## config.mk

```make
export PLATFORM = sky130hd
export DESIGN_NAME = modtimer_top
export DESIGN_NICKNAME = d
export VERILOG_FILES = /design/src/rtl/modtimer_pkg.sv /design/src/rtl/modtimer_regs.sv /design/src/rtl/modtimer_presc.sv /design/src/rtl/modtimer_cnt.sv /design/src/rtl/modtimer_top.sv
export SDC_FILE = /design/constraint.sdc
export NUM_CORES = 1
export LEC_CHECK = 0
export BUFFER_PORTS_ARGS = -buffer_cell sky130_fd_sc_hd__clkbuf_2
export CORE_MARGIN = 2
export CORE_UTILIZATION = 60
export CTS_CLUSTER_SIZE = 30
export DETAILED_ROUTE_END_ITERATION = 10
export PLACE_DENSITY = 0.84
export SYNTH_ARGS = -nofsm -noshare
export SYNTH_HDL_FRONTEND = slang
export SYNTH_SLANG_ARGS = --single-unit
export TNS_END_PERCENT = 50
```

## constraint.sdc

```tcl
create_clock -name clk -period 4.65 [get_ports clk]
set_input_delay 0.93 -clock clk [delete_from_list [all_inputs] [get_ports clk]]
set_output_delay 0.93 -clock clk [all_outputs]
set_load 0.005 [all_outputs]
```

## src/rtl/modtimer_pkg.sv

```systemverilog
package modtimer_pkg;

    // register byte offsets
    localparam int unsigned OFS_CTRL  = 32'h00;
    localparam int unsigned OFS_COUNT = 32'h04;
    localparam int unsigned OFS_TERM  = 32'h08;
    localparam int unsigned OFS_START = 32'h4C;

    // control register field positions
    localparam int BIT_TOF  = 7;
    localparam int BIT_TOIE = 6;
    localparam int CS_LSB   = 3;
    localparam int CS_W     = 2;
    localparam int PS_LSB   = 0;

    localparam logic [CS_W-1:0] CS_SYS = 2'd1;

    typedef enum logic [2:0] {
        SEL_CTRL,
        SEL_COUNT,
        SEL_TERM,
        SEL_START,
        SEL_NONE
    } sel_e;

    function automatic sel_e decode_addr(input int unsigned a);
        case (a)
            OFS_CTRL:  return SEL_CTRL;
            OFS_COUNT: return SEL_COUNT;
            OFS_TERM:  return SEL_TERM;
            OFS_START: return SEL_START;
            default:   return SEL_NONE;
        endcase
    endfunction

endpackage

```

## src/rtl/modtimer_regs.sv

```systemverilog
// Control register, double-buffered start/terminal values, overflow flag.
// PS_W may be at most 3 so that the exponent field stays below the clock select.
module modtimer_regs
    import modtimer_pkg::*;
#(
    parameter int CNT_W = 16,
    parameter int PS_W  = 3
) (
    input  logic             clk,
    input  logic             rst_n,
    input  logic             wr_en,
    input  sel_e             sel,
    input  logic [7:0]       ctrl_wd,
    input  logic [CNT_W-1:0] val_wd,
    input  logic             wrap_i,
    output logic             run_o,
    output logic [CS_W-1:0]  cs_o,
    output logic [PS_W-1:0]  ps_o,
    output logic             tof_o,
    output logic             toie_o,
    output logic [CNT_W-1:0] start_o,
    output logic [CNT_W-1:0] term_o,
    output logic             load_o
);

    typedef struct packed {
        logic             tof;
        logic             toie;
        logic [CS_W-1:0]  cs;
        logic [PS_W-1:0]  ps;
        logic [CNT_W-1:0] start_buf;
        logic [CNT_W-1:0] term_buf;
        logic [CNT_W-1:0] start_act;
        logic [CNT_W-1:0] term_act;
    } regs_t;

    regs_t regs_d, regs_q;

    always_comb begin
        regs_d = regs_q;

        // control register write
        if (wr_en && sel == SEL_CTRL) begin
            regs_d.toie = ctrl_wd[BIT_TOIE];
            regs_d.cs   = ctrl_wd[CS_LSB +: CS_W];
            regs_d.ps   = ctrl_wd[PS_LSB +: PS_W];
            if (!ctrl_wd[BIT_TOF]) begin
                regs_d.tof = 1'b0;
            end
        end

        // a wrap on this edge overrides a clearing write
        if (wrap_i) begin
            regs_d.tof = 1'b1;
        end

        // holding copies
        if (wr_en && sel == SEL_START) begin
            regs_d.start_buf = val_wd;
        end
        if (wr_en && sel == SEL_TERM) begin
            regs_d.term_buf = val_wd;
        end

        // transfer only while the count clock is off
        if (regs_q.cs != CS_SYS) begin
            regs_d.start_act = regs_q.start_buf;
            regs_d.term_act  = regs_q.term_buf;
        end
    end

    always_ff @(posedge clk or negedge rst_n) begin
        if (!rst_n) begin
            regs_q <= '0;
        end else begin
            regs_q <= regs_d;
        end
    end

    assign run_o   = (regs_q.cs == CS_SYS);
    assign cs_o    = regs_q.cs;
    assign ps_o    = regs_q.ps;
    assign tof_o   = regs_q.tof;
    assign toie_o  = regs_q.toie;
    assign start_o = regs_q.start_act;
    assign term_o  = regs_q.term_act;
    assign load_o  = wr_en && (sel == SEL_COUNT);

endmodule

```

## src/rtl/modtimer_presc.sv

```systemverilog
// Power-of-two tick divider; cleared whenever the counter is stopped.
module modtimer_presc #(
    parameter int PS_W = 3
) (
    input  logic            clk,
    input  logic            rst_n,
    input  logic            run_i,
    input  logic [PS_W-1:0] ps_i,
    output logic            tick_o
);

    localparam int DIV_W = (1 << PS_W) - 1;
    localparam logic [DIV_W-1:0] ONES = '1;

    typedef struct packed {
        logic [DIV_W-1:0] pcnt;
    } presc_t;

    presc_t presc_d, presc_q;
    logic [DIV_W-1:0] mask;

    always_comb begin
        presc_d = presc_q;
        mask    = ~(ONES << ps_i);
        tick_o  = run_i && ((presc_q.pcnt & mask) == mask);
        if (run_i) begin
            presc_d.pcnt = presc_q.pcnt + 1'b1;
        end else begin
            presc_d.pcnt = '0;
        end
    end

    always_ff @(posedge clk or negedge rst_n) begin
        if (!rst_n) begin
            presc_q <= '0;
        end else begin
            presc_q <= presc_d;
        end
    end

endmodule

```

## src/rtl/modtimer_cnt.sv

```systemverilog
// Modulo counter: start value .. terminal value, wrap pulse on reload.
module modtimer_cnt #(
    parameter int CNT_W = 16
) (
    input  logic             clk,
    input  logic             rst_n,
    input  logic             tick_i,
    input  logic             load_i,
    input  logic [CNT_W-1:0] start_i,
    input  logic [CNT_W-1:0] term_i,
    output logic [CNT_W-1:0] cnt_o,
    output logic             wrap_o
);

    typedef struct packed {
        logic [CNT_W-1:0] cnt;
    } cnt_t;

    cnt_t cnt_d, cnt_q;

    always_comb begin
        cnt_d  = cnt_q;
        wrap_o = 1'b0;
        if (load_i) begin
            cnt_d.cnt = start_i;
        end else if (tick_i) begin
            if (cnt_q.cnt == term_i) begin
                cnt_d.cnt = start_i;
                wrap_o    = 1'b1;
            end else begin
                cnt_d.cnt = cnt_q.cnt + 1'b1;
            end
        end
    end

    always_ff @(posedge clk or negedge rst_n) begin
        if (!rst_n) begin
            cnt_q <= '0;
        end else begin
            cnt_q <= cnt_d;
        end
    end

    assign cnt_o = cnt_q.cnt;

endmodule

```

## src/rtl/modtimer_top.sv

```systemverilog
module modtimer_top
    import modtimer_pkg::*;
#(
    parameter int CNT_W  = 16,
    parameter int PS_W   = 3,
    parameter int ADDR_W = 8,
    parameter int DATA_W = 32
) (
    input  logic              clk,
    input  logic              rst_n,
    input  logic              wr_en,
    input  logic [ADDR_W-1:0] addr,
    input  logic [DATA_W-1:0] wdata,
    output logic [DATA_W-1:0] rdata,
    output logic              irq
);

    sel_e             sel;
    logic             run;
    logic [CS_W-1:0]  cs;
    logic [PS_W-1:0]  ps;
    logic             tof;
    logic             toie;
    logic [CNT_W-1:0] start_val;
    logic [CNT_W-1:0] term_val;
    logic             cnt_load;
    logic             tick;
    logic             wrap;
    logic [CNT_W-1:0] cnt_val;

    assign sel = decode_addr(32'(addr));

    modtimer_regs #(.CNT_W(CNT_W), .PS_W(PS_W)) regs_i (
        .clk     (clk),
        .rst_n   (rst_n),
        .wr_en   (wr_en),
        .sel     (sel),
        .ctrl_wd (wdata[7:0]),
        .val_wd  (wdata[CNT_W-1:0]),
        .wrap_i  (wrap),
        .run_o   (run),
        .cs_o    (cs),
        .ps_o    (ps),
        .tof_o   (tof),
        .toie_o  (toie),
        .start_o (start_val),
        .term_o  (term_val),
        .load_o  (cnt_load)
    );

    modtimer_presc #(.PS_W(PS_W)) presc_i (
        .clk    (clk),
        .rst_n  (rst_n),
        .run_i  (run),
        .ps_i   (ps),
        .tick_o (tick)
    );

    modtimer_cnt #(.CNT_W(CNT_W)) cnt_i (
        .clk     (clk),
        .rst_n   (rst_n),
        .tick_i  (tick),
        .load_i  (cnt_load),
        .start_i (start_val),
        .term_i  (term_val),
        .cnt_o   (cnt_val),
        .wrap_o  (wrap)
    );

    always_comb begin
        rdata = '0;
        case (sel)
            SEL_CTRL: begin
                rdata[BIT_TOF]            = tof;
                rdata[BIT_TOIE]           = toie;
                rdata[CS_LSB +: CS_W]     = cs;
                rdata[PS_LSB +: PS_W]     = ps;
            end
            SEL_COUNT: rdata[CNT_W-1:0] = cnt_val;
            SEL_TERM:  rdata[CNT_W-1:0] = term_val;
            SEL_START: rdata[CNT_W-1:0] = start_val;
            default:   rdata = '0;
        endcase
    end

    assign irq = tof & toie;

endmodule

```

==> results.md <==
- The overall overflow remaining after global route is 0.
- In this run the cell area measured after placement is 5030 um2.
- Summed over all nets, the half-perimeter wirelength after detailed placement is between 7 and 8 mm.
- The transition time at the pin with the least slew margin is 1060 ps.
- Of the available clock period, the critical path in the final layout requires between 70% and 80%.
- The count of flip-flops with a built-in enable after synthesis is 0.
- The internal power summed over all cells is roughly 0.0013 W.
- Summing over every cut layer, the via total after detailed routing is 3466.
- In this run the tool buffered the top-level ports with 43 buffer cells.
- Counting distinct cell types in the post-synthesis netlist gives between 40 and 50.
- The startpoint of the lowest-slack register-to-register path is regs_i.cs_o[0]$_DFFE_PN0P_.
- The initial cell density of the core is 62.0%.
- Tracing the worst setup path back leads to its startpoint at addr[1].
- The number of endpoints failing setup at the final stage is 0.
- The layout overhead on the synthesized area is 9.42%.
- The number of global-route vias before repair is 3463.
- The data arrival time at the worst-slack endpoint is about 2800 ps.
- Measured against its own limit, the worst slew margin works out to 29.2%.
- Dividing the detail-routed via count by the number of cells gives 6.15.
- The sort of element at the start of the critical path is a primary input.
- Along the worst path, the maximum fanout reaches 11.
- The CTS tree is yes.
- The run finished with clean final reports.
- The count of final max-slew check failures is 0.
- The y dimension of the die is between 90 and 100 um.
- Clock-pin slew was measured on the worst setup and hold paths at 90 ps.
- The detailed-routing iteration count for the pre-antenna-repair pass is 5.
- In this run, CTS created clock tree buffers numbering 9.
- Of all cell types, the one taking the most synthesized area is sky130_fd_sc_hd__dfrtp_1.
- The combinational group share of total power is 17.0%.
- The kind of end point of the critical path is an output pin.
- From left edge to right edge, the die measures about 93 um.
- The path depth of the worst reg2reg path is 7.
- Yosys attributes the largest share of cell area to sky130_fd_sc_hd__dfrtp_1 (49%), sky130_fd_sc_hd__mux2_2 (15%), sky130_fd_sc_hd__a222oi_1 (3.3%).
- The gate count after technology mapping is 417.
- Setup repair after global routing left no endpoint under its margin.
- The most used standard cell by instance count after synthesis is sky130_fd_sc_hd__dfrtp_1.
- Traced cell by cell, the critical path runs through clkbuf_2 -> or4_4 -> or2_4 -> nor2_2 -> buf_4 -> a222oi_1 -> nor2_1 -> clkbuf_2.
- The repair_antennas step left the layout with diodes totalling 0.
- Final hold analysis gives a worst-case slack of 510 ps.
- Adding up every negative setup slack in the final design gives 0 ps.
- The die covers between 8000 and 9000 um2.
- The critical path is of the primary input to output pin type.
- The highest achievable clock rate is ~0.27 GHz.
- After the first detailed-routing iteration, the DRC count stood at 455.
- The most repeated library cell on the critical path is sky130_fd_sc_hd__clkbuf_2.
- The fraction of registers with async set or reset after synthesis is 100%.
- The power dissipated by switching net loads is 0.000619 W.
- The clock network fraction of design power is 29.5%.
- The post-route total power is 0.00194 W.
- Once detail routing completed, the nets flagged for antenna violations numbered 0.
- The count of hold buffers inserted by post-cts repair is 0.
- After floorplanning, the core was sized to cover 7730 um2.
- In this run the count of I/O pins placed on the die edge is 76.
- The total count of hold-check failures in the final report is 0.
- Wires add up to 10.3 mm.
- STA puts the critical path data required time at around 3700 ps.
- On the critical path, the stage with the largest delay is an instance of sky130_fd_sc_hd__or4_4.
- The hold path startpoint is regs_i.regs_q[52]$_DFFE_PN0P_.
- At the later pin of the worst-skew pair, clock insertion delay measures 370 ps.
- The total global routing track utilization is between 20% and 30%.
- Summing the sequential cell areas from Yosys gives 49.1% of the chip area.
- The quantity of gates resized following cts is 0.
- The finished cells cover 5250 um2.
- The delay of the slowest cell on the worst path is 540 ps.
- The clock passes through at most 2 buffers.
- Among all flip-flop cells after synthesis, the most frequent one is sky130_fd_sc_hd__dfrtp_1.
- In this run the static leakage power is 2.69 nW.
- After synthesis, the mean cell area works out to about 11 um2.
- For hold timing, the worst endpoint is regs_i.start_o[4]$_DFFE_PN0N_.
- The cell count of the worst hold path is 1.
- The DRC violation count after routing is 0.
- Of the cells placed in the final design, the portion with a size suffix greater than 1 is 32.3%.
- The clock net in this run drives a total of 94 sinks.
- The share of the synthesized area in the top cell type is 49.1%.
- The proportion of total power due to net switching is about a third.
- The post-detailed-route wirelength per cell is 18.2 um.
- Post-CTS timing repair inserted 0 buffers for setup.
- The type of the tightest min-delay check is flop to flop.
- Row generation in the floorplan step produced 32 rows.
- In this run, synthesis produced a sequential element count of 94.
- The H-tree was split into 3 levels.
- In this run the clock root is driven by a sky130_fd_sc_hd__clkbuf_8.
- In this run the critical register-to-register path is captured at cnt_i.cnt_o[13]$_DFFE_PN0P_.
- The worst path needs 3720 ps of the cycle, external delays included.
- Power spread over the standard cell area amounts to 369 nW/um2.
- The Yosys step of the flow raised 0 warnings.
- The final net count is 502.
- For the final database, setup skew stands at 14.0 ps.
- Ranked by instance count, the synthesized netlist is headed by sky130_fd_sc_hd__dfrtp_1 (94), sky130_fd_sc_hd__mux2_2 (62), sky130_fd_sc_hd__a21oi_1 (26).
- The first global-routing pass estimated 17.0 mm of wire.
- The netlist area before placement is approximately 4800 um2.
- The maximum VDD drop is 0.296 mV.
- The initial antenna violation count is 0.
- The fraction of power consumed by sequential logic is a little over half.
- The total of max-cap violations is 0.
- The largest net degree at the start of global routing is 52.
- The congestion estimate from routability-driven global placement came to 0.896.
- The worst register-to-register path has a setup slack of a little over 2000 ps.
==> power by group through the flow <==
stage	Sequential [W]	Combinational, W	Clock [W]
after floorplan	0.000986	0.000286	0
after global routing	0.00105	0.000367	0.000605
after global placement	0.00104	0.000317	0
after CTS	0.00103	0.000328	0.000582
final	0.00104	0.000330	0.000572
after detailed placement	0.00104	0.000327	0
==> stage by stage <==
stage | setup WS (ps) | utilization, % | instances
2_1_floorplan | 1120 | - | 432
3_3_place_gp | 959 | 65.2 | 548
3_5_place_dp | 943 | 65.2 | 548
4_1_cts | 944 | 67.9 | 564
5_1_grt | 872 | 67.9 | 564
6_report | 932 | 67.9 | 564
==> cell families after synthesis <==
| logic type | after synthesis | share of synthesized area, % |
|---|---|---|
| buf+inv | 51 | 5.71 |
| mux | 75 | 18.3 |
| xor+xnor | 20 | 3.65 |
| compound gates | 75 | 11.1 |
| fa+ha+maj | 2 | 0.522 |
| flops | 94 | 49.1 |
| other cells | 1 | 0.0782 |
| simple gates | 99 | 11.5 |
==> placed cells by master (no fill, tap or decap), drive strengths merged, types with 3 or more instances in the layout <==
| master | count |
|---|---|
| mux2i | 3 |
| nor4 | 6 |
| nand2 | 26 |
| o22a | 5 |
| nor2 | 19 |
| xor2 | 18 |
| nand2b | 5 |
| mux2 | 72 |
| a222oi | 16 |
| nor3 | 6 |
| nand4 | 7 |
| inv | 18 |
| conb | 16 |
| o21ai | 10 |
| clkbuf | 51 |
| buf | 9 |
| a41oi | 3 |
| a21oi | 26 |
| dfrtp | 94 |
| nand3 | 16 |
| and2 | 4 |
| a2bb2oi | 3 |
==> how the worst max path moves through the flow <==
stage	to	cells after the start
6_report	rdata[6]	8
5_1_grt	rdata[6]	8
4_1_cts	rdata[6]	8
3_5_place_dp	rdata[6]	8
3_3_place_gp	rdata[6]	8
2_1_floorplan	rdata[1]	6
==> worst max-delay path, delay by kind of cell <==
kind	cells	cell delay [ps]
compound gates	1	120
simple gates	4	1280
buf+inv	3	460
==> area by class of cell <==
class	count	area (um2)
Sequential cell	94	2350
Fill cell	592	2480
Tap cell	102	128
Clock inverter	7	87.6
Timing Repair Buffer	51	278
Clock buffer	9	124
Multi-Input combinational cell	287	2220
Inverter	14	52.6
==> registers in the layout, summed over array words and instances (netlist names) <==
name / cells
regs_i.ps_o: 3
regs_i.start_o: 16
regs_i.tof_o: 1
regs_i.regs_q: 32
presc_i.presc_q: 7
regs_i.cs_o: 2
regs_i.toie_o: 1
cnt_i.cnt_o: 16
regs_i.term_o: 16
==> metal layers <==
layer  up-vias  routed length, um  GRT usage [%]  part of all wire (%)
met4         0                190           10.0                   1.9
met2       127               5080           40.5                    50
li1       1577                  -              -                     -
met1      1743               4500           35.0                    44
met5         -                  0              0                     0
met3        19                489           3.87                   4.8
Power figures use the tool's default switching activity.
